### src/rtl/rxfmt_pkg.sv
package rxfmt_pkg;
  localparam int SMP_W   = 16;            // input sample width
  localparam int WORD_W  = 2 * SMP_W;     // packed output word
  localparam int NAR_W   = SMP_W / 2;     // byte-mode lane width
  localparam int CFG_W   = 32;
  localparam int SH_LSB  = 0;
  localparam int SH_W    = 4;
  localparam int WD_LSB  = 4;
  localparam int WD_W    = 5;
  localparam int QEN_BIT = 9;
  localparam int BYP_BIT = 10;
  localparam int RSV_LSB = 11;

  typedef enum logic [0:0] {
    PK_FULL = 1'b0,
    PK_BYTE = 1'b1
  } pack_mode_e;

  typedef struct packed {
    pack_mode_e       mode;
    logic             bad;
    logic [SH_W-1:0]  sh;
    logic [WD_W-1:0]  wd;
  } fmt_t;

  // arithmetic shift right, then keep the low w bits
  function automatic logic [SMP_W-1:0] scale_sample(
    input logic [SMP_W-1:0] s,
    input logic [SH_W-1:0]  sh,
    input logic [WD_W-1:0]  w
  );
    logic signed [SMP_W-1:0] t;
    logic [SMP_W:0]          m;
    t = $signed(s) >>> sh;
    m = (SMP_W+1)'(1) << w;
    m = m - (SMP_W+1)'(1);
    return t & m[SMP_W-1:0];
  endfunction

  // legal-setting decode; bypass bit masked off before the test
  function automatic fmt_t decode_cfg(input logic [CFG_W-1:0] c);
    fmt_t f;
    logic [CFG_W-1:0] cm;
    logic full_ok, byte_ok;
    cm = c & ~(CFG_W'(1) << BYP_BIT);
    full_ok = (cm[CFG_W-1:RSV_LSB] == '0) && cm[QEN_BIT] &&
              (cm[WD_LSB +: WD_W] == WD_W'(SMP_W)) &&
              (cm[SH_LSB +: SH_W] == SH_W'(0));
    byte_ok = (cm[CFG_W-1:RSV_LSB] == '0) && cm[QEN_BIT] &&
              (cm[WD_LSB +: WD_W] == WD_W'(NAR_W)) &&
              (cm[SH_LSB +: SH_W] == SH_W'(NAR_W));
    f.bad  = !(full_ok || byte_ok);
    f.mode = byte_ok ? PK_BYTE : PK_FULL;
    f.sh   = byte_ok ? SH_W'(NAR_W) : SH_W'(0);
    f.wd   = byte_ok ? WD_W'(NAR_W) : WD_W'(SMP_W);
    return f;
  endfunction
endpackage

### src/rtl/rxfmt_decode.sv
module rxfmt_decode
  import rxfmt_pkg::*;
(
  input  logic [CFG_W-1:0] cfg_word,
  output fmt_t             fmt
);
  always_comb fmt = decode_cfg(cfg_word);
endmodule

### src/rtl/rxfmt_scale.sv
module rxfmt_scale
  import rxfmt_pkg::*;
(
  input  logic [SMP_W-1:0] smp,
  input  logic [SH_W-1:0]  sh,
  input  logic [WD_W-1:0]  wd,
  output logic [SMP_W-1:0] res
);
  always_comb res = scale_sample(smp, sh, wd);
endmodule

### src/rtl/rxfmt_pack.sv
module rxfmt_pack
  import rxfmt_pkg::*;
(
  input  logic              clk,
  input  logic              rst_n,
  input  pack_mode_e        mode,
  input  logic [SMP_W-1:0]  lane_i,
  input  logic [SMP_W-1:0]  lane_q,
  input  logic              in_valid,
  output logic              in_ready,
  output logic              out_valid,
  input  logic              out_ready,
  output logic [WORD_W-1:0] out_data,
  output logic              take,
  output logic              half_pend
);
  logic [SMP_W-1:0] hold;
  logic             byte_sel;

  assign byte_sel = (mode == PK_BYTE);
  assign in_ready = !out_valid;
  assign take     = in_valid && in_ready;

  always_ff @(posedge clk) begin
    if (!rst_n) begin
      out_valid <= 1'b0;
      out_data  <= '0;
      half_pend <= 1'b0;
      hold      <= '0;
    end else begin
      if (out_valid && out_ready) out_valid <= 1'b0;
      if (!byte_sel) half_pend <= 1'b0;
      if (take) begin
        if (!byte_sel) begin
          out_data  <= {lane_q, lane_i};
          out_valid <= 1'b1;
        end else if (!half_pend) begin
          hold      <= {lane_q[NAR_W-1:0], lane_i[NAR_W-1:0]};
          half_pend <= 1'b1;
        end else begin
          out_data  <= {lane_q[NAR_W-1:0], lane_i[NAR_W-1:0], hold};
          out_valid <= 1'b1;
          half_pend <= 1'b0;
        end
      end
    end
  end
endmodule

### src/rtl/rxfmt_packer.sv
module rxfmt_packer
  import rxfmt_pkg::*;
(
  input  logic              clk,
  input  logic              rst_n,
  input  logic [CFG_W-1:0]  cfg_word,
  input  logic              in_valid,
  output logic              in_ready,
  input  logic [SMP_W-1:0]  in_i,
  input  logic [SMP_W-1:0]  in_q,
  output logic              out_valid,
  input  logic              out_ready,
  output logic [WORD_W-1:0] out_data,
  output logic              cfg_err
);
  localparam int LANES = 2;

  fmt_t             fmt;
  logic [SMP_W-1:0] raw  [LANES];
  logic [SMP_W-1:0] lane [LANES];
  logic             take;
  logic             half_pend;
  logic             narrow_sel;

  rxfmt_decode u_dec (.cfg_word(cfg_word), .fmt(fmt));

  assign raw[0]     = in_i;
  assign raw[1]     = in_q;
  assign cfg_err    = fmt.bad;
  assign narrow_sel = (fmt.mode == PK_BYTE);

  for (genvar g = 0; g < LANES; g++) begin : g_lane
    rxfmt_scale u_scl (.smp(raw[g]), .sh(fmt.sh), .wd(fmt.wd), .res(lane[g]));
  end

  rxfmt_pack u_pack (
    .clk(clk), .rst_n(rst_n), .mode(fmt.mode),
    .lane_i(lane[0]), .lane_q(lane[1]),
    .in_valid(in_valid), .in_ready(in_ready),
    .out_valid(out_valid), .out_ready(out_ready), .out_data(out_data),
    .take(take), .half_pend(half_pend)
  );
endmodule

### config.mk
export PLATFORM = sky130hd
export DESIGN_NAME = rxfmt_packer
export DESIGN_NICKNAME = d
export VERILOG_FILES = /design/src/rtl/rxfmt_pkg.sv /design/src/rtl/rxfmt_decode.sv /design/src/rtl/rxfmt_scale.sv /design/src/rtl/rxfmt_pack.sv /design/src/rtl/rxfmt_packer.sv
export SDC_FILE = /design/constraint.sdc
export NUM_CORES = 1
export LEC_CHECK = 0
export CORE_ASPECT_RATIO = 0.7
export CORE_UTILIZATION = 35
export DETAILED_ROUTE_END_ITERATION = 10
export PLACE_DENSITY = 0.75
export SLEW_MARGIN = 10
export SYNTH_ARGS = -nofsm -noshare
export SYNTH_HDL_FRONTEND = slang
export SYNTH_SLANG_ARGS = --single-unit
### constraint.sdc
create_clock -name clk -period 1.9 [get_ports clk]
set_clock_uncertainty 0.1 [all_clocks]
set_input_delay 0.285 -clock clk [delete_from_list [all_inputs] [get_ports clk]]
set_output_delay 0.285 -clock clk [all_outputs]
set_load 0.05 [all_outputs]
=== Yosys cells after proc, flatten, opt, wreduce, memory -nomap -nowiden ===
Index checks and enable logic that the tools add are counted.

* Add/sub/neg operators: 1
* Eq/ne operators: 4
* Shift-type cells: 3
* Muxes and demuxes: 13
* Bitwise logic cells: 3
* Reduce and logical (&&, ||, !) cells: 14

{| class="wikitable"
|+ Operators by type and width
! cell !! count
|-
| $mux W32 || 2
|-
| $and A16 B16 Y16 || 2
|-
| $sshr A16 B4 Y16 || 2
|-
| $logic_not A21 Y1 || 1
|-
| $shl A1 B5 Y16 const A || 1
|-
| $sub A16 B1 Y16 const B || 1
|-
| $mux W1 || 9
|-
| $logic_and A1 B1 Y1 || 7
|-
| $eq A5 B4 Y1 const B || 1
|-
| $eq A5 B5 Y1 const B || 1
|-
| $mux W5 || 1
|-
| $eq A4 B4 Y1 const B || 1
|-
| $logic_not A4 Y1 || 1
|-
| $mux W4 || 1
|-
| $reduce_and A3 Y1 || 1
|-
| $logic_not A1 Y1 || 2
|-
| $ne A2 B1 Y1 const B || 1
|-
| $reduce_and A2 Y1 || 1
|-
| $logic_or A1 B1 Y1 || 1
|-
| $not A1 Y1 || 1
|}

* Bits in registers: 50
* Input port bits: 68
* Word-level logic and storage cells: 42

=== Logic depth before layout (Yosys ltp) ===
* Depth after elaboration: 10
* Mapped depth: 7
* Gate-level depth less buffers: 5

=== Cells and area by module ===
A second synthesis with hierarchy kept.

* Cells, all modules: 538
* Area total of the unflattened synthesis: 4,544.4 sq um

{| class="wikitable"
|+ By module, submodules not included
! module !! times used !! cells each !! area an instance (sq um) !! seq. area each (sq um)
|-
| rxfmt_pack || 1 || 229 || 2,265.9 || 1,001.0
|-
| rxfmt_scale at g_lane[1].u_scl || 1 || 145 || 1,062.3 || 0.0
|-
| rxfmt_scale at g_lane[0].u_scl || 1 || 140 || 1,053.5 || 0.0
|-
| rxfmt_decode || 1 || 24 || 162.7 || 0.0
|}

=== Worst setup path before layout ===
OpenSTA, ideal clock, no wires.

* Path type: register to register
* From: register u_pack.out_valid
* To: register u_pack.hold[10]
* Data arrival time: 1,997 ps
* Required time: 1,684 ps
* Slack: -313 ps
* Cell stages (with the launch flop): 7
* Buffers on the path: 1
* Path through: dfxtp_1 -> inv_1 -> nand2_1 -> nor4_4 -> buf_6 -> mux2i_1 -> nor2b_1

* Word-level cells in the longest chain between the ends: 3

{| class="wikitable"
|+ Ends and longest elaborated chain
! element !! line !! RTL
|-
| from (decl) || rxfmt_pack.sv:11 || <nowiki>output logic out_valid,</nowiki>
|-
| from (signal assigned) || rxfmt_pack.sv:26 || <nowiki>out_valid <= 1'b0;</nowiki>
|-
| from (signal assigned) || rxfmt_pack.sv:31 || <nowiki>if (out_valid && out_ready) out_valid <= 1'b0;</nowiki>
|-
| from (signal assigned) || rxfmt_pack.sv:36 || <nowiki>out_valid <= 1'b1;</nowiki>
|-
| $logic_not A1 Y1 || rxfmt_pack.sv:21 || <nowiki>assign in_ready = !out_valid;</nowiki>
|-
| via in_ready || rxfmt_packer.sv:8 || <nowiki>output logic in_ready,</nowiki>
|-
| $logic_and A1 B1 Y1 || rxfmt_pack.sv:22 || <nowiki>assign take = in_valid && in_ready;</nowiki>
|-
| $reduce_and A3 Y1 (no source line) || -- ||
|-
| to (signal assigned) || rxfmt_pack.sv:38 || <nowiki>hold <= {lane_q[NAR_W-1:0], lane_i[NAR_W-1:0]};</nowiki>
|-
| to (decl) || rxfmt_pack.sv:17 || <nowiki>logic [SMP_W-1:0] hold;</nowiki>
|}

The timed path passes the listed nets, and every way through them passes these cells.
A chain may end at the register's enable or synchronous reset.

=== Final worst setup path ===
* From: input port cfg_word[4]
* To: output port cfg_err

* Word-level cells in the longest chain between the ends: 5

{| class="wikitable"
|+ Ends and longest elaborated chain
! element !! line !! RTL
|-
| from (decl) || rxfmt_packer.sv:6 || <nowiki>input logic [CFG_W-1:0] cfg_word,</nowiki>
|-
| $eq A5 B5 Y1 or $eq A5 B4 Y1 (tied branches) || rxfmt_pkg.sv:47, rxfmt_pkg.sv:50 ||
|-
| $logic_and A1 B1 Y1 (on tied branches) || rxfmt_pkg.sv:46, rxfmt_pkg.sv:49 ||
|-
| $logic_and A1 B1 Y1 (on tied branches) || rxfmt_pkg.sv:47, rxfmt_pkg.sv:50 ||
|-
| $logic_or A1 B1 Y1 (*) || rxfmt_pkg.sv:52 || <nowiki>f.bad = !(full_ok || byte_ok);</nowiki>
|-
| $logic_not A1 Y1 (*) || rxfmt_pkg.sv:52 ||
|-
| to (decl) || rxfmt_packer.sv:14 || <nowiki>output logic cfg_err</nowiki>
|}

Mark *: on every way between the ends. The rest lies on a longest branch, timed or not.

==> metrics.txt <==
status finished clean; maxcap violations 0; Worst Hold Launch rst_n; most frequent cells in the layout clkdlybuf4s50_1 (53), dfxtp_1 (50), o21ai_0 (32); worst vdd ir approximately 0.00048 V; Final Setup Violations 0; Syn Nets 288; switching share of total power 0.276; first drt pass iteration count 4; total clock buffers created by CTS 5; Gate Count Post-Synth 220; die footprint ~6000 µm²; worst reg2reg setup slack 320 ps; Reg2Reg Depth 6; chip width a little over 90 µm; #FFs+latches synth 50; routed wire length between 6 and 7 mm; Synth Flop Type dfxtp_1; Placed Area around 3300 µm²; GRT overflow 0; clock root cell clkbuf_8; Startpoint Class input pin; Clock power frac 0.338; crit path DAT about 1500 ps; Synth cell types 28; EDFF count, synth 0; Psw between 700 and 800 µW; clk sinks 50; endpoints failing hold 0; Yosys top cell by area dfxtp_1; Rel. slew slack 0.660; chip height around 65 µm; critical path's slowest cell or4_4; Min-Delay Endpoint u_pack.out_data[28]$_SDFFE_PN0P_; CP cell instances dlygate4sd2_1 -> or4_4 -> or3_4 -> buf_8; worst skew pair latency roughly 300 ps; antenna-violating nets left 0; Tcrit/Tclk final 0.993; per-cell routed wire length 15.4 µm; synth warn 0; starting density of the core 0.373; slowest cell delay on critical path 430 ps; ANT cells 0; Crit Reg-Reg Endpoint u_pack.out_data[20]$_SDFFE_PN0P_; synthesized area around 2000 µm²; fillers between 400 and 500; cell-internal power roughly 1.9 mW; CP endpoint kind output port; Cells on Worst Hold Path 3; Mean Syn Cell Area a little over 9 µm²; Tmin final about 1900 ps; area grow syn2layout 75.1%; hold crit path type in2reg; CP Max Fanout 2; Leak approximately 1.4 nW; post-route cell area 3530 µm²; initial drt markers 90; maximum number of pins on one net before global-route repair 30; core area between 5000 and 6000 µm²; post-detail-place hpwl around 4.2 mm; max-slew violations 0; reg-to-reg startpoint u_pack.out_valid$_SDFF_PN0_; register area share after synthesis 0.497; vias in the first global route roughly 2000; worst path bufs/invs 2; Pwr per Cell Area around 760 nW/µm²; Reg clk slew, reported paths 90 ps; vias per cell slightly above 5; DR vias around 2100; most common cell after layout, fill and taps aside clkdlybuf4s50_1; gr usage total 0.194; most area-consuming cells after synthesis dfxtp_1 (50%), o21ai_0 (8.2%), mux2i_1 (8.0%); Comb power frac 0.238; GPL Wtd Cong ~0.78; worst hold margin 288 ps; first-pass GRT wire length between 9 and 10 mm; Reg power frac 0.424; RSZ-0062 raised after global routing yes; final std cells w/o fill slightly above 400; Async SR Flop Fraction 0; Yosys top cell area share 0.497; # port buffers 101; Max Fclk 530 MHz; Cell Count Post-Placement between 300 and 400; IO Pins about 100; Top Family by Delay on Critical Path simple AND/OR/NAND/NOR gates; final-stage net count around 400; share of cells above drive strength 1 0.293; Remaining DRCs 0; Critical Path RT 1510 ps; clock buffer depth 2; initial antenna violation count 0; critical path class in2out; # rows 22; setup TNS 0 ps; CTS tree done; Slew @ Worst Pin 508 ps; H-tree depth 2
[area by class of cell]
type / count / area (µm²) / area share
clock buffers: 6 / 82.6 / 0.0234
clock inverters: 2 / 60.1 / 0.0170
inverters: 1 / 7.51 / 0.00213
multi-input cells: 153 / 1150 / 0.325
flip-flops and latches: 50 / 1000 / 0.284
well taps: 72 / 90.1 / 0.0256
repair buffers: 122 / 1140 / 0.323
[registers in the layout, summed over array words and instances, names as in the netlist]
name	count
u_pack.out_data	32
u_pack.half_pend	1
u_pack.hold	16
u_pack.out_valid	1
[power groups by stage]
stage	Clock (mW)	Sequential (mW)	Combinational, mW
floorplan	0	1.35	0.162
global placement	0	1.16	0.634
detailed placement	0	1.16	0.640
CTS	0.923	1.14	0.624
global route	0.960	1.15	0.674
finish	0.908	1.14	0.640
[cells by family (layout without fill, tap and decap cells)]
group           count (synthesis)  after routing  share of synthesized area
xor+xnor                        1              1                    0.00435
compound gates                 60             60                      0.168
flops                          50             50                      0.497
simple gates                   76             76                      0.214
buf+inv                        17            131                     0.0367
mux                            16             16                     0.0796
[worst register-to-register path, cell delays in order, from the launching register on]
cell	delay, ps
dfxtp_1	350
nor2b_1	150
nand2_1	90
or3_4	420
clkbuf_16	200
o22ai_2	100
nor2_1	60
[stage by stage]
step,power [mW],utilization,setup WS [ps]
2_1_floorplan,1.51,-,-203
3_3_place_gp,1.80,0.608,-489
3_5_place_dp,1.80,0.608,-514
4_1_cts,2.69,0.634,6.50
5_1_grt,2.78,0.654,-26.0
6_report,2.69,0.654,13.4
[worst max-delay path by stage]
stage,from,endpoint,slack (ps),cells past startpoint
2_1_floorplan,cfg_word[4],u_pack.hold[10]$_SDFFE_PN0P_,-200,6
3_3_place_gp,cfg_word[11],u_pack.hold[3]$_SDFFE_PN0P_,-490,8
3_5_place_dp,cfg_word[4],u_pack.out_data[3]$_SDFFE_PN0P_,-510,7
4_1_cts,cfg_word[21],cfg_err,7,6
5_1_grt,cfg_word[14],u_pack.hold[7]$_SDFFE_PN0P_,-30,9
6_report,cfg_word[4],cfg_err,10,4
[cell usage after synthesis, types with 2 or more instances]
master	instances
or3_1	2
nand2_1	11
buf_2	2
nor4_1	3
nand3_1	8
nor4_2	2
dfxtp_1	50
o22ai_1	24
mux2i_1	16
clkbuf_1	12
o21ai_0	33
nor2b_1	17
nor2_1	25
[per-layer routing]
metal  vias up  GRT usage  wire (µm)
li1       1009          -          -
met1       980      0.243       2880
met2        57      0.341       3020
met3         7     0.0428        277
met4         0     0.0462         78
met5         -          0          0
[timing repair]
item	in CTS	in global routing
cloned	0	2
hold buffers	0	0
resized for setup	65	50
buffers inserted	4	0
setup endpoints to repair	51	53
pin swaps	10	8
Note: power is estimated with default switching activity, not from simulation.
